==> config.mk <==
export PLATFORM = sky130hd
export DESIGN_NAME = eagen_top
export DESIGN_NICKNAME = d
export VERILOG_FILES = /design/src/rtl/eagen_pkg.sv /design/src/rtl/eagen_regfile.sv /design/src/rtl/eagen_calc.sv /design/src/rtl/eagen_top.sv
export SDC_FILE = /design/constraint.sdc
export NUM_CORES = 1
export LEC_CHECK = 0
export CELL_PAD_IN_SITES_DETAIL_PLACEMENT = 0
export CELL_PAD_IN_SITES_GLOBAL_PLACEMENT = 2
export CORE_MARGIN = 5
export CORE_UTILIZATION = 35
export CTS_CLUSTER_DIAMETER = 30
export CTS_CLUSTER_SIZE = 14
export DETAILED_ROUTE_END_ITERATION = 16
export DONT_BUFFER_PORTS = 1
export PLACE_DENSITY = 0.68
export SYNTH_ARGS = -nofsm -noshare
export SYNTH_HDL_FRONTEND = slang
export SYNTH_SLANG_ARGS = --single-unit
==> constraint.sdc <==
create_clock -name clk -period 5.6 [get_ports clk]
set_clock_uncertainty 0.2 [all_clocks]
set_input_delay 0.56 -clock clk [delete_from_list [all_inputs] [get_ports clk]]
set_output_delay 0.56 -clock clk [all_outputs]
set_load 0.03 [all_outputs]
==> src/rtl/eagen_pkg.sv <==
package eagen_pkg;
    typedef enum logic [3:0] {
        M_REG  = 4'd0,
        M_ABS  = 4'd1,
        M_IMM  = 4'd2,
        M_RIND = 4'd3,
        M_MIND = 4'd4,
        M_IDX  = 4'd5,
        M_REL  = 4'd6,
        M_PSD  = 4'd7,
        M_AINC = 4'd8,
        M_ADEC = 4'd9
    } amode_e;

    typedef enum logic [0:0] {
        S_IDLE  = 1'b0,
        S_FETCH = 1'b1
    } state_e;
endpackage

==> src/rtl/eagen_regfile.sv <==
module eagen_regfile #(
    parameter int DW   = 32,
    parameter int NREG = 8,
    parameter int IW   = $clog2(NREG)
) (
    input  logic          clk,
    input  logic          rst_n,
    input  logic [IW-1:0] rd_idx,
    output logic [DW-1:0] rd_data,
    input  logic          ld_en,
    input  logic [IW-1:0] ld_idx,
    input  logic [DW-1:0] ld_data,
    input  logic          wb_en,
    input  logic [IW-1:0] wb_idx,
    input  logic [DW-1:0] wb_data
);
    logic [DW-1:0] regs [NREG];

    // Pointer writeback takes priority over an external load to the same entry.
    always_ff @(posedge clk) begin
        for (int i = 0; i < NREG; i++) begin
            if (!rst_n)
                regs[i] <= '0;
            else if (wb_en && wb_idx == IW'(i))
                regs[i] <= wb_data;
            else if (ld_en && ld_idx == IW'(i))
                regs[i] <= ld_data;
        end
    end

    assign rd_data = regs[rd_idx];
endmodule

==> src/rtl/eagen_calc.sv <==
module eagen_calc
    import eagen_pkg::*;
#(
    parameter int DW   = 32,
    parameter int JW   = 26,
    parameter int STEP = 4
) (
    input  logic [3:0]    mode,
    input  logic [DW-1:0] rdata,
    input  logic [DW-1:0] disp,
    input  logic [JW-1:0] jfield,
    input  logic [DW-1:0] pc,
    output logic [DW-1:0] ea,
    output logic          ea_ok,
    output logic [DW-1:0] opnd,
    output logic          opnd_ok,
    output logic          wb_en,
    output logic [DW-1:0] wb_data,
    output logic          indirect,
    output logic          bad
);
    localparam int PCW = DW - JW - 2;

    always_comb begin
        ea       = '0;
        ea_ok    = 1'b0;
        opnd     = '0;
        opnd_ok  = 1'b0;
        wb_en    = 1'b0;
        wb_data  = rdata;
        indirect = 1'b0;
        bad      = 1'b0;
        case (mode)
            M_REG:  begin opnd = rdata; opnd_ok = 1'b1; end
            M_ABS:  begin ea = disp; ea_ok = 1'b1; end
            M_IMM:  begin opnd = disp; opnd_ok = 1'b1; end
            M_RIND: begin ea = rdata; ea_ok = 1'b1; end
            M_MIND: indirect = 1'b1;
            M_IDX:  begin ea = rdata + disp; ea_ok = 1'b1; end
            M_REL:  begin ea = pc + disp; ea_ok = 1'b1; end
            M_PSD:  begin ea = {pc[DW-1 -: PCW], jfield, 2'b00}; ea_ok = 1'b1; end
            M_AINC: begin
                ea = rdata; ea_ok = 1'b1;
                wb_en = 1'b1; wb_data = rdata + DW'(STEP);
            end
            M_ADEC: begin
                ea = rdata; ea_ok = 1'b1;
                wb_en = 1'b1; wb_data = rdata - DW'(STEP);
            end
            default: bad = 1'b1;
        endcase
    end
endmodule

==> src/rtl/eagen_top.sv <==
module eagen_top
    import eagen_pkg::*;
#(
    parameter int DW   = 32,
    parameter int NREG = 8,
    parameter int JW   = 26,
    parameter int STEP = 4,
    parameter int IW   = $clog2(NREG)
) (
    input  logic          clk,
    input  logic          rst_n,
    input  logic          start,
    input  logic [3:0]    mode,
    input  logic [IW-1:0] reg_idx,
    input  logic [DW-1:0] disp,
    input  logic [JW-1:0] jfield,
    input  logic [DW-1:0] pc,
    input  logic          ld_en,
    input  logic [IW-1:0] ld_idx,
    input  logic [DW-1:0] ld_data,
    output logic          mem_req,
    output logic [DW-1:0] mem_addr,
    input  logic          mem_rvalid,
    input  logic [DW-1:0] mem_rdata,
    output logic          res_valid,
    output logic [DW-1:0] ea,
    output logic          ea_valid,
    output logic [DW-1:0] opnd,
    output logic          opnd_valid,
    output logic          err
);
    state_e        state, nxt;
    logic [DW-1:0] r_data, c_ea, c_opnd, c_wb_data;
    logic          c_ea_ok, c_opnd_ok, c_wb_en, c_ind, c_bad;
    logic          accept;

    assign accept = (state == S_IDLE) && start;

    eagen_regfile #(.DW(DW), .NREG(NREG), .IW(IW)) u_rf (
        .clk     (clk),
        .rst_n   (rst_n),
        .rd_idx  (reg_idx),
        .rd_data (r_data),
        .ld_en   (ld_en),
        .ld_idx  (ld_idx),
        .ld_data (ld_data),
        .wb_en   (accept && c_wb_en),
        .wb_idx  (reg_idx),
        .wb_data (c_wb_data)
    );

    eagen_calc #(.DW(DW), .JW(JW), .STEP(STEP)) u_calc (
        .mode     (mode),
        .rdata    (r_data),
        .disp     (disp),
        .jfield   (jfield),
        .pc       (pc),
        .ea       (c_ea),
        .ea_ok    (c_ea_ok),
        .opnd     (c_opnd),
        .opnd_ok  (c_opnd_ok),
        .wb_en    (c_wb_en),
        .wb_data  (c_wb_data),
        .indirect (c_ind),
        .bad      (c_bad)
    );

    always_comb begin
        nxt = state;
        unique case (state)
            S_IDLE:  if (start && c_ind) nxt = S_FETCH;
            S_FETCH: if (mem_rvalid)     nxt = S_IDLE;
        endcase
    end

    always_ff @(posedge clk) begin
        if (!rst_n) state <= S_IDLE;
        else        state <= nxt;
    end

    always_ff @(posedge clk) begin
        if (!rst_n) begin
            mem_req    <= 1'b0;
            mem_addr   <= '0;
            res_valid  <= 1'b0;
            ea         <= '0;
            ea_valid   <= 1'b0;
            opnd       <= '0;
            opnd_valid <= 1'b0;
            err        <= 1'b0;
        end else begin
            res_valid  <= 1'b0;
            ea_valid   <= 1'b0;
            opnd_valid <= 1'b0;
            err        <= 1'b0;
            unique case (state)
                S_IDLE: if (start) begin
                    if (c_bad) begin
                        err <= 1'b1;
                    end else if (c_ind) begin
                        mem_req  <= 1'b1;
                        mem_addr <= disp;
                    end else begin
                        res_valid  <= 1'b1;
                        ea         <= c_ea;
                        ea_valid   <= c_ea_ok;
                        opnd       <= c_opnd;
                        opnd_valid <= c_opnd_ok;
                    end
                end
                S_FETCH: if (mem_rvalid) begin
                    mem_req   <= 1'b0;
                    res_valid <= 1'b1;
                    ea        <= mem_rdata;
                    ea_valid  <= 1'b1;
                end
            endcase
        end
    end
endmodule

## Word level (Yosys, flattened, before mapping)

Memory sizes are Yosys's and may differ from the RTL's.
Cells that the tools add are included.

| word-level totals | value |
|---|---|
| logic and storage cells | 199 |
| register bits | 102 |
| bits in writable memories | 256 |
| input port bits | 169 |
| output and inout bits | 101 |
| memories | 1 |

| operators by class | value |
|---|---|
| multiplexer cells | 103 |
| add/subtract/negate cells | 4 |
| reductions and logical operators | 33 |
| bitwise gates (word level) | 21 |
| equality and inequality tests | 28 |

Memories:

| memory | depth | width | rd ports | clocked after Yosys merged registers in | write ports | RTL line | RTL |
|---|---|---|---|---|---|---|---|
| u_rf.regs | 8 | 32 | 1 | 0 | 8 | eagen_regfile.sv:17 | `logic [DW-1:0] regs [NREG];` |

Operator list:

| kind | count |
|---|---|
| two-way mux 32 bit | 20 |
| case mux 32 bit (2 select lines) | 3 |
| case mux 32 bit (5 select lines) | 1 |
| two-way mux 1 bit | 75 |
| adder 32 bit | 2 |
| adder 32 x 3 -> 32 bit (second input constant) | 1 |
| subtractor 32 x 3 -> 32 bit (second input constant) | 1 |
| equality test 3 bit (second input constant) | 8 |
| logical AND 1 bit | 19 |
| equality test 4 x 3 -> 1 bit (second input constant) | 4 |
| OR 1 bit | 16 |
| AND reduction 4 bit | 4 |
| equality test 3 x 2 -> 1 bit (second input constant) | 4 |
| inequality test 2 bit (second input constant) | 5 |
| OR reduction 10 bit | 1 |
| equality test 4 x 2 -> 1 bit (second input constant) | 2 |
| equality test 4 bit (second input constant) | 2 |
| case mux 1 bit (2 select lines) | 4 |
| OR reduction 7 bit | 1 |
| equality test 3 x 1 -> 1 bit (second input constant) | 2 |
| zero test 3 bit | 2 |
| OR reduction 3 bit | 2 |
| inverter 1 bit | 5 |
| OR reduction 5 bit | 1 |
| other kinds (3) | 4 |

## Longest topological paths before layout

Gate-level depths: netlist (run 1).

| logic depth | value |
|---|---|
| word-level depth | 10 |
| gate-level depth with buffers | 18 |
| gate-level depth less buffers | 16 |

## Cells and area by module

From an unflattened synthesis (run 1), not the netlist that was laid out.

| second synthesis, totals | value |
|---|---|
| cells, all modules | 2030 |
| area total of the unflattened synthesis | 22250.1 um^2 |

By module, submodules not included:

| module | seq. area each (um^2) | instances | area an instance (um^2) | cells each |
|---|---|---|---|---|
| eagen_regfile | 7687.4 | 1 | 12992.5 | 869 |
| eagen_calc | 0.0 | 1 | 5007.3 | 712 |
| eagen_top | 2042.0 | 1 | 4250.3 | 449 |

## Worst setup path after synthesis (run 1)

No wires, ideal clock.

| timing | value |
|---|---|
| path type | input-to-reg |
| start point | input port reg_idx[0] |
| end point | memory u_rf.regs[4][31], data pin |
| buffers on the path | 3 |
| setup time | 133 ps |
| arrival time | 4574 ps |
| stages on the path | 16 |
| slack | 693 ps |
| data required time | 5267 ps |
| cells stage by stage | buf_6 > buf_2 > buf_1 > mux4_2 > mux2i_1 > inv_1 > ha_1 > nand2_1 > o21a_1 > o221ai_1 > o311ai_2 > a31o_4 > a211oi_2 > xor2_1 > mux2i_2 > a22o_1 |

RTL lines:

| element | RTL line | RTL |
|---|---|---|
| from (decl) | eagen_top.sv:14 | `input logic [IW-1:0] reg_idx,` |
| to (decl) | eagen_regfile.sv:17 |  |

==> qor.csv, run 1 <==
metric,value,unit
status,finished clean,
drive_gt1_share,15.1,%
leakage,10.2,nW
endpoint_kind,flip-flop,
synthFlopType,edfxtp_1,
slew-limit-headroom,15.4,%
cp.arrival,4880,ps
worst_ir_drop_vdd,0.222,mV
fill_cells,5536,
multi_input_area,10600,sq um
wire_per_inst,27.9,microns
initial_utilization,35.4,%
die-height,254,microns
critPathBufInv,1,
yosysTopAreaCellShare,36.8,%
async_reset_ff_share,0,%
ys_seq_elements,358,
clockBufferDepth,3,
cp_max_fo,8,
rows,89,
core,59100,sq um
synth_edf_count,256,
min_period,4760,ps
max_freq,210,MHz
seqCellArea,9730,sq um
vias,17624,
grt.overflow.total,0,
clock-sinks,358,
cts_root_buffer,clkbuf_16,
drc_errors,0,
grt_max_degree,97,
post_cts_buffers,0,
yosys.area.top_type,edfxtp_1,
synth_warnings,0,
synthTopCellsByArea,"edfxtp_1, dfxtp_1, mux4_2",
drv_slew,0,
max_cap_violations,0,
syn_to_final_growth,24.9,%
rsz0062_at_grt,false,
fp.dieW,254,microns
crit_path_frequent_cell,o21ai_0,
final_nets,2340,
worstMarginPinSlew,1260,ps
avgSynthCellArea,10.3,sq um
synthTopCellsByCount,"nand2_1, edfxtp_1, o21ai_0, a22o_1, clkbuf_1",
gp_congestion,0.852,
die-area,64700,sq um
clk_pin_slew_worst_paths,40,ps
wirelength,82700,microns
ant_nets,0,
antenna_found_initial,13,
required,5720,ps
worstSetupStartpointType,flip-flop,
cts_made_buffers,91,
worstSkewPairLatency,620,ps
cts_resized,0,
critical_path_class,reg2reg,
final.setup.tns,0,ps
port_buffers,0,
grt_pass1_wl,121000,microns
yosys.cell_count.top_type,nand2_1,
finalInstanceArea,26100,sq um
hold_path.class,in2reg,
finalHoldViolCount,0,
synth_seq_area_share,46.5,%
ctsHtreeMaxLevel,3,
dpl.hpwl,53700,microns
slowest_delay,610,ps
grtUsageTotal,24.9,%
synth_area,20900,sq um
grt_pass1_vias,17771,
syn_inst,2027,
setup_violations,0,
cts_tree,done,
finalPower,9.79,mW
synth.distinct_cells,70,
firstDrtPassIters,5,
period_share,85.0,%
drt-initial-drc-count,1517,
placed_cell_area,22000,sq um
pwr_density_cell,375,nW/um^2
synth.net_count,2257,
vias_per_cell,5.95,
ioPinCount,270,
crit_slowest_cell,xnor2_1,
path_delay_family,compound AO/OA/AOI/OAI gates,
hold_buffers,86,
worstPathCellList,mux4_2 > mux2i_1 > inv_1 > ha_1 > o21ai_0 > o21a_1 > o21ai_0 > a31oi_1 > o21ai_0 > o21ai_0 > nand2b_1 > xnor2_1 > o21ai_0,
[cells by family (layout without fill, tap and decap cells)]
kind of cell / Yosys count / in the layout / share of synthesized area, %
xor gates and xnor gates: 48 / 48 / 2.05
buffers and inverters: 216 / 374 / 4.04
AOI/OAI and AO/OA: 705 / 705 / 23.5
and+or+nand+nor: 523 / 523 / 10.7
muxes: 116 / 116 / 9.47
other: 0 / 5 / 0
adders and majority gates: 61 / 61 / 3.72
DFF: 358 / 358 / 46.5
[worst paths after layout]
check	start	endpoint	slack (ps)	depth (start not counted)
max reg2reg	u_rf.regs[3][5]	u_rf.regs[7][24]	840	13
max	u_rf.regs[3][5]	u_rf.regs[7][24]	840	13
min reg2reg	mem_addr[19]	mem_addr[19]	410	2
min	mem_rdata[8]	ea[8]	30	2
[flip-flops by register name, summed over array words and instances, names as in the netlist]
name / flops
u_rf.regs: 256
ea: 32
mem_addr: 32
opnd: 32
ea_valid: 1
err: 1
mem_req: 1
opnd_valid: 1
res_valid: 1
state: 1
[per-layer routing]
metal  part of all wire, %  GRT usage (%)
met2                    47           40.8
met4                   2.0           6.61
met3                   9.2           6.64
met5                 0.086              0
met1                    42           32.9
[power breakdown]
part           switching, mW  internal, mW
registers              0.130          2.98
logic                  0.753         0.459
clock network           1.68          3.79
total                   2.56          7.23
[final cells by class]
class	count	share of cell area [%]
sequential	358	37.3
tap	773	3.70
antenna	5	0.0479
clock inverter	60	3.01
inverter	45	0.647
multi-input combinational	1453	40.5
clock buffer	108	9.36
timing repair buffer	161	5.52
[per-stage QoR]
step	setup WS (ps)	std cells	hold WS, ps	util, %
6_report	839	2963	34.0	44.2
5_1_grt	217	2960	29.4	44.2
4_1_cts	792	2958	1.28	44.1
3_5_place_dp	542	2704	401	37.2
3_3_place_gp	584	2704	400	37.2
2_1_floorplan	693	2027	386	-
[cells in the final DEF, fill, tap and decap left out, drive strengths merged, types with 7 or more instances in the layout]
cell type	synthesis	final
and3	11	11
a21oi	87	87
xor2	16	16
nand2	298	298
a21o	24	24
ha	59	59
o21a	10	10
o31ai	8	8
clkbuf	131	108
mux4	64	64
nand4	7	7
a21boi	36	36
nor3	26	26
xnor2	32	32
buf	40	76
and2	7	7
nor2	106	106
o21ai	203	203
a221oi	14	14
a22oi	22	22
bufinv	0	15
dlygate4sd3	0	85
o211a	35	35
inv	44	47
nand3	25	25
a22o	140	140
a211oi	17	17
a31oi	18	18
clkinv	1	38
dfxtp	102	102
o221ai	17	17
nand2b	11	11
edfxtp	256	256
mux2i	51	51
o211ai	44	44
o21bai	8	8
[worst reg2reg max path: cells and delay by family, from the launching register on]
kind | cells | cell delay [ps]
simple gates | 1 | 90
xor+xnor | 1 | 610
compound gates | 7 | 1780
mux | 2 | 940
buf+inv | 1 | 100
fa+ha+maj | 1 | 360
flops | 1 | 380
No activity file was read; power rests on OpenSTA's default activity.
==> run 2, diff against run 1 <==
--- a/config.mk
+++ b/config.mk
@@ -14,6 +14,8 @@
 export DETAILED_ROUTE_END_ITERATION = 16
 export DONT_BUFFER_PORTS = 1
 export PLACE_DENSITY = 0.68
+export RECOVER_POWER = 25
 export SYNTH_ARGS = -nofsm -noshare
 export SYNTH_HDL_FRONTEND = slang
 export SYNTH_SLANG_ARGS = --single-unit
+export TNS_END_PERCENT = 30
==> constraint.sdc (replaced) <==
create_clock -name clk -period 4.8 [get_ports clk]
set_clock_uncertainty 0.2 [all_clocks]
set_input_delay 0.48 -clock clk [delete_from_list [all_inputs] [get_ports clk]]
set_output_delay 0.48 -clock clk [all_outputs]
set_load 0.03 [all_outputs]
==> run 2 against run 1 <==
  * The flow now finishes with violations (max-capacitance violations, max-slew violations)
  * Worst setup slack got worse by 520 ps
  * Cell count rose by 2.4%
  * Critical path type unchanged
  * Via count rose by 2.4%
  * Highest routed layer unchanged
==> qor.csv, run 2 (synthesized netlist as in run 1, its figures left out) <==
metric,value,unit,change
status,"complete, but fails checks",,
violations,"max-capacitance violations, max-slew violations",,
max_cap_violations,4,,+4
p_sw,2.98,mW,+16%
dpl.hpwl,55400,microns,+3.1%
hold_ws,30.1,ps,-3.88 ps
p_clk_share,53.9,%,-2.0 points
mostFrequentLayoutCells,"nand2_1, edfxtp_1, o21ai_0",,
ioPinCount,270,,unchanged
hold_path.class,in2reg,,
setup_violations,0,,unchanged
cts_root_buffer,clkbuf_16,,
clock-sinks,358,,unchanged
wirelength,85200,microns,+3.0%
seq_power_share,32.7,%,+0.9 points
fp.dieW,254,microns,unchanged
rsz0062_at_grt,false,,
drv_slew,101,,+101
cts_tree,done,,
grt.overflow.total,0,,unchanged
worst_slack,320,ps,-519 ps
grt_pass1_vias,18200,,+2.4%
pre_cts_slack,201,ps,-341 ps
max_freq,223,MHz,+6.3%
p_comb_share,13.4,%,+1.0 points
drt-initial-drc-count,1721,,+13%
slew-limit-headroom,-63.1,%,-79 points
vias,18043,,+2.4%
largest_reg_flops,256,,unchanged
ant_nets,0,,unchanged
clk_pin_slew_worst_paths,40,ps,about the same
final.setup.tns,0,ps,unchanged
power_switching_share,26.8,%,+0.70 points
wire_per_inst,28.1,microns,+0.61%
syn_to_final_growth,26.7,%,
cp_max_fo,5,,-3
period_share,93.3,%,+8.3 points
min_period,4480,ps,-281 ps
grt_max_degree,83,,-14%
die-area,64700,sq um,unchanged
die-height,254,microns,unchanged
leakage,10.4,nW,+2.2%
pwr_density_cell,419,nW/um^2,+12%
post_cts_buffers,0,,unchanged
ctsHtreeMaxLevel,3,,unchanged
firstDrtPassIters,5,,unchanged
drive_gt1_share,15.0,%,-0.17 points
worst_ir_drop_vdd,0.296,mV,+33%
drc_errors,0,,unchanged
grtUsageTotal,25.5,%,+0.65 points
vias_per_cell,5.95,,about the same
core,59100,sq um,unchanged
layout_commonest_cell,nand2_1,,
worstSkewPairLatency,640,ps,+20 ps
port_buffers,0,,unchanged
rows,89,,unchanged
antenna_found_initial,9,,-4
worstSetupStartpointType,flip-flop,,
worstMarginPinSlew,2450,ps,+1180 ps
clockBufferDepth,3,,unchanged
gp_congestion,0.890,,+4.5%
cts_made_buffers,94,,+3.3%
critical_path_class,reg2reg,,
internal_power,8.12,mW,+12%
initial_utilization,35.4,%,unchanged
finalHoldViolCount,0,,unchanged
largest_register,u_rf.regs,,
required,5110,ps,-610 ps
grt_pass1_wl,123000,microns,+1.7%
cp.arrival,4790,ps,-90 ps
final_nets,2414,,+3.2%
endpoint_kind,flip-flop,,
[run 2: per-stage QoR]
stage          std cells  instance area (sq um)  power (mW)  utilization [%]
5_1_grt             3032                  26500        11.5             44.8
4_1_cts             3029                  26500        11.2             44.9
2_1_floorplan       2027                  20900        4.60                -
3_3_place_gp        2738                  22200        5.00             37.6
6_report            3034                  26500        11.1             44.8
3_5_place_dp        2738                  22200        5.01             37.6
[run 2: cell type report]
class / instances / area, sq um
repair buffers: 232 / 2050
inverters: 45 / 169
clock buffers: 120 / 2530
flip-flops and latches: 358 / 9730
clock inverters: 48 / 512
well taps: 773 / 967
diodes: 5 / 12.5
fillers: 5544 / 32600
multi-input cells: 1453 / 10500
[run 2: routing by layer]
| layer | GRT usage (%) | wire length, microns | vias to the layer above |
|---|---|---|---|
| li1 | - | - | 8073 |
| met5 | 0 | 65 | - |
| met4 | 8.70 | 2320 | 10 |
| met2 | 41.9 | 40400 | 851 |
| met1 | 33.0 | 34200 | 8944 |
| met3 | 6.68 | 8180 | 165 |
[run 2: what timing repair did]
action | in CTS | in global routing
setup endpoints to repair | 0 | 6
gates resized for setup | 0 | 3
hold buffers | 123 | 0
hold endpoints to repair | 356 | 0
[run 2: path summary, 6_finish.rpt]
path | start | endpoint | slack (ps) | cells past startpoint
setup / recovery | u_rf.regs[7][1] | ea[15] | 320 | 16
hold / removal | rst_n | opnd[29] | 30 | 2
setup reg to reg | u_rf.regs[7][1] | ea[15] | 320 | 16
hold reg to reg | mem_addr[20] | mem_addr[20] | 410 | 2
[run 2: critical path, stage by stage, from the launching register on]
cell and delay [ps]:
edfxtp_1 360, mux4_2 480, mux2i_2 280, nand2_1 80, o21ai_0 160, inv_1 80, ha_1 290, a211oi_1 410
nor4_1 120, nor2_1 200, a21oi_1 220, or3_1 370, xor2_1 150, nand2_1 70, o2111ai_1 100, and3_1 240
dlygate4sd3_1 550
[run 2: power by group through the flow]
stage	clock network, mW	logic (mW)	registers, mW
2_1_floorplan	0	0.944	3.66
3_3_place_gp	0	1.33	3.67
3_5_place_dp	0	1.33	3.68
4_1_cts	6.07	1.47	3.63
5_1_grt	6.25	1.61	3.64
6_report	5.99	1.48	3.63
==> run 3, diff against run 2 <==
--- a/config.mk
+++ b/config.mk
@@ -13,7 +13,7 @@
 export CTS_CLUSTER_SIZE = 14
 export DETAILED_ROUTE_END_ITERATION = 16
 export DONT_BUFFER_PORTS = 1
-export PLACE_DENSITY = 0.68
+export PLACE_DENSITY = 0.7
 export RECOVER_POWER = 25
 export SYNTH_ARGS = -nofsm -noshare
 export SYNTH_HDL_FRONTEND = slang
==> constraint.sdc (replaced) <==
create_clock -name clk -period 3.74 [get_ports clk]
set_clock_uncertainty 0.2 [all_clocks]
set_input_delay 0.374 -clock clk [delete_from_list [all_inputs] [get_ports clk]]
set_output_delay 0.374 -clock clk [all_outputs]
set_load 0.03 [all_outputs]
==> run 3 against run 2 <==
  * The run ends with max-capacitance violations, max-slew violations, negative setup slack left
  * Combinational power is 68% higher
  * Via count is 3.7% higher
  * Cell count is 5.8% higher
  * Utilization is 4.2 points higher
  * Die area stayed put
  * Critical endpoint is now ea[22]
  * Highest routed layer unchanged
==> qor.csv, run 3 (synthesized netlist as in run 1, its figures left out) <==
metric,value,unit,change
status,"complete, but fails checks",,
violations,"max-capacitance violations, max-slew violations, negative setup slack",,
power_switching_share,26.1,%,-0.74 points
setup_violations,49,,+49
p_sw,3.95,mW,+33%
fp.dieW,254,microns,unchanged
max_cap_violations,1,,-3
r2r_setup_slack,-160,ps,-480 ps
seq_power_share,30.7,%,-2.0 points
gp_congestion,0.901,,+1.3%
p_comb_share,16.3,%,+2.9 points
worst_ir_drop_vdd,0.296,mV,+0.11%
grtUsageTotal,25.4,%,-0.12 points
cts_root_buffer,clkbuf_16,,
placed_cell_area,23600,sq um,+6.4%
ant_nets,0,,unchanged
fin_util,49.0,%,+4.2 points
worstMarginPinSlew,1650,ps,-796 ps
drc_errors,0,,unchanged
critical_path_class,reg2reg,,
antenna_found_initial,10,,+1
firstDrtPassIters,6,,+1
die-area,64700,sq um,unchanged
cts_made_buffers,87,,-7.4%
cts_tree,done,,
worst_slack,-163,ps,-483 ps
cp.arrival,4170,ps,-620 ps
initial_utilization,35.4,%,unchanged
hold_path.class,in2reg,,
max_freq,256,MHz,+15%
vias_per_cell,5.83,,-2.0%
pwr_density_cell,523,nW/um^2,+25%
period_share,104,%,+11 points
syn_to_final_growth,38.7,%,
largest_register,u_rf.regs,,
grt_pass1_vias,18933,,+4.0%
grt_max_degree,104,,+25%
finalHoldViolCount,0,,unchanged
min_period,3900,ps,-577 ps
cp_max_fo,4,,-1
leakage,11.4,nW,+9.9%
wirelength,85700,microns,+0.58%
core,59100,sq um,unchanged
final_nets,2587,,+7.2%
grt_pass1_wl,124000,microns,+0.84%
ctsHtreeMaxLevel,3,,unchanged
worstSkewPairLatency,620,ps,-20 ps
dpl.hpwl,55200,microns,-0.34%
mostFrequentLayoutCells,"nand2_1, edfxtp_1, buf_4",,
port_buffers,0,,unchanged
grt.overflow.total,0,,unchanged
rows,89,,unchanged
ioPinCount,270,,unchanged
wire_per_inst,26.7,microns,-5.0%
required,4010,ps,-1100 ps
clk_pin_slew_worst_paths,50,ps,about the same
worstSetupStartpointType,flip-flop,,
largest_reg_flops,256,,unchanged
rsz0062_at_grt,true,,
drv_slew,10,,-90%
die-height,254,microns,unchanged
p_clk_share,53.0,%,-0.9 points
clock-sinks,358,,unchanged
finalInstanceArea,29000,sq um,+9.4%
clockBufferDepth,3,,unchanged
drt-initial-drc-count,1939,,+13%
slew-limit-headroom,-10.1,%,+53 points
vias,18713,,+3.7%
layout_commonest_cell,nand2_1,,
drive_gt1_share,26.3,%,+11 points
endpoint_kind,flip-flop,,
internal_power,11.2,mW,+38%
run 3: cell types whose count changed in the layout (fill, tap and decap cells not counted), moves of 9 or more:
| cell | previous run | this run |
|---|---|---|
| o21ai_1 | 11 | 37 |
| a21oi_1 | 86 | 69 |
| a21oi_2 | 1 | 17 |
| bufinv_16 | 7 | 17 |
| ha_4 | 0 | 12 |
| o21ai_0 | 192 | 152 |
| buf_12 | 0 | 12 |
| mux2i_4 | 1 | 10 |
| mux2i_1 | 48 | 32 |
| ha_1 | 59 | 45 |
| o21ai_2 | 0 | 11 |
| buf_4 | 105 | 250 |
| clkinv_1 | 18 | 9 |
| buf_6 | 0 | 21 |
run 3: area by class of cell:
cell class	count	area [sq um]
inverters	45	174
well taps	773	967
repair buffers	412	3650
multi-input cells	1453	11300
diodes	8	20.0
clock inverters	46	756
fillers	5337	30100
flip-flops and latches	358	9730
clock buffers	116	2370
run 3: per-layer routing:
layer  wire length, microns  up-vias  global-route usage [%]
met5                     65        -                       0
met4                   2420        8                    8.38
met3                   8220      157                    6.97
met2                  40400      878                    42.3
met1                  34500     9246                    32.3
li1                       -     8424                       -
run 3: timing repair:
| item | 4_1_cts | 5_1_grt |
|---|---|---|
| endpoints found under the hold margin | 382 | 0 |
| resized for setup | 49 | 116 |
| pin swaps | 24 | 77 |
| hold buffers | 127 | 0 |
| setup endpoints to repair | 118 | 144 |
| buffers inserted | 18 | 16 |
run 3: metrics by stage:
step	setup TNS, ps	setup slack, ps	hold slack (ps)	cells	power, mW
floorplan	-13670	-249	252	2027	5.97
global placement	-25760	-405	308	2882	6.72
detailed placement	-30560	-476	309	2882	6.74
CTS	-7170	-179	6.27	3188	15.1
global route	-12660	-302	58.5	3204	15.6
finish	-2320	-163	35.9	3211	15.2
run 3: path summary, 6_finish.rpt:
path,start,to,cells after the start
setup reg to reg,u_rf.regs[3][11],ea[22],15
hold reg to reg,mem_req,mem_req,2
hold / removal,jfield[24],ea[26],4
setup / recovery,u_rf.regs[3][11],ea[22],15
run 3: critical path, stage by stage, from the launching register on:
cell and delay (ps):
edfxtp_1 360, mux4_2 500, mux2i_4 260, buf_6 160, a21oi_2 50, ha_1 340
a21o_1 210, a221o_1 350, a31oi_1 220, o21ai_2 120, a41oi_2 220, buf_4 180
nor2_2 40, or3_1 300, a31oi_1 150, a21oi_1 80
run 3: power by group through the flow:
stage                     clock network [mW]  logic [mW]  registers, mW
final                                   8.03        2.48           4.65
after global routing                    8.32        2.65           4.67
after CTS                               8.10        2.32           4.65
after detailed placement                   0        2.02           4.72
after global placement                     0        2.01           4.71
after floorplan                            0        1.28           4.69
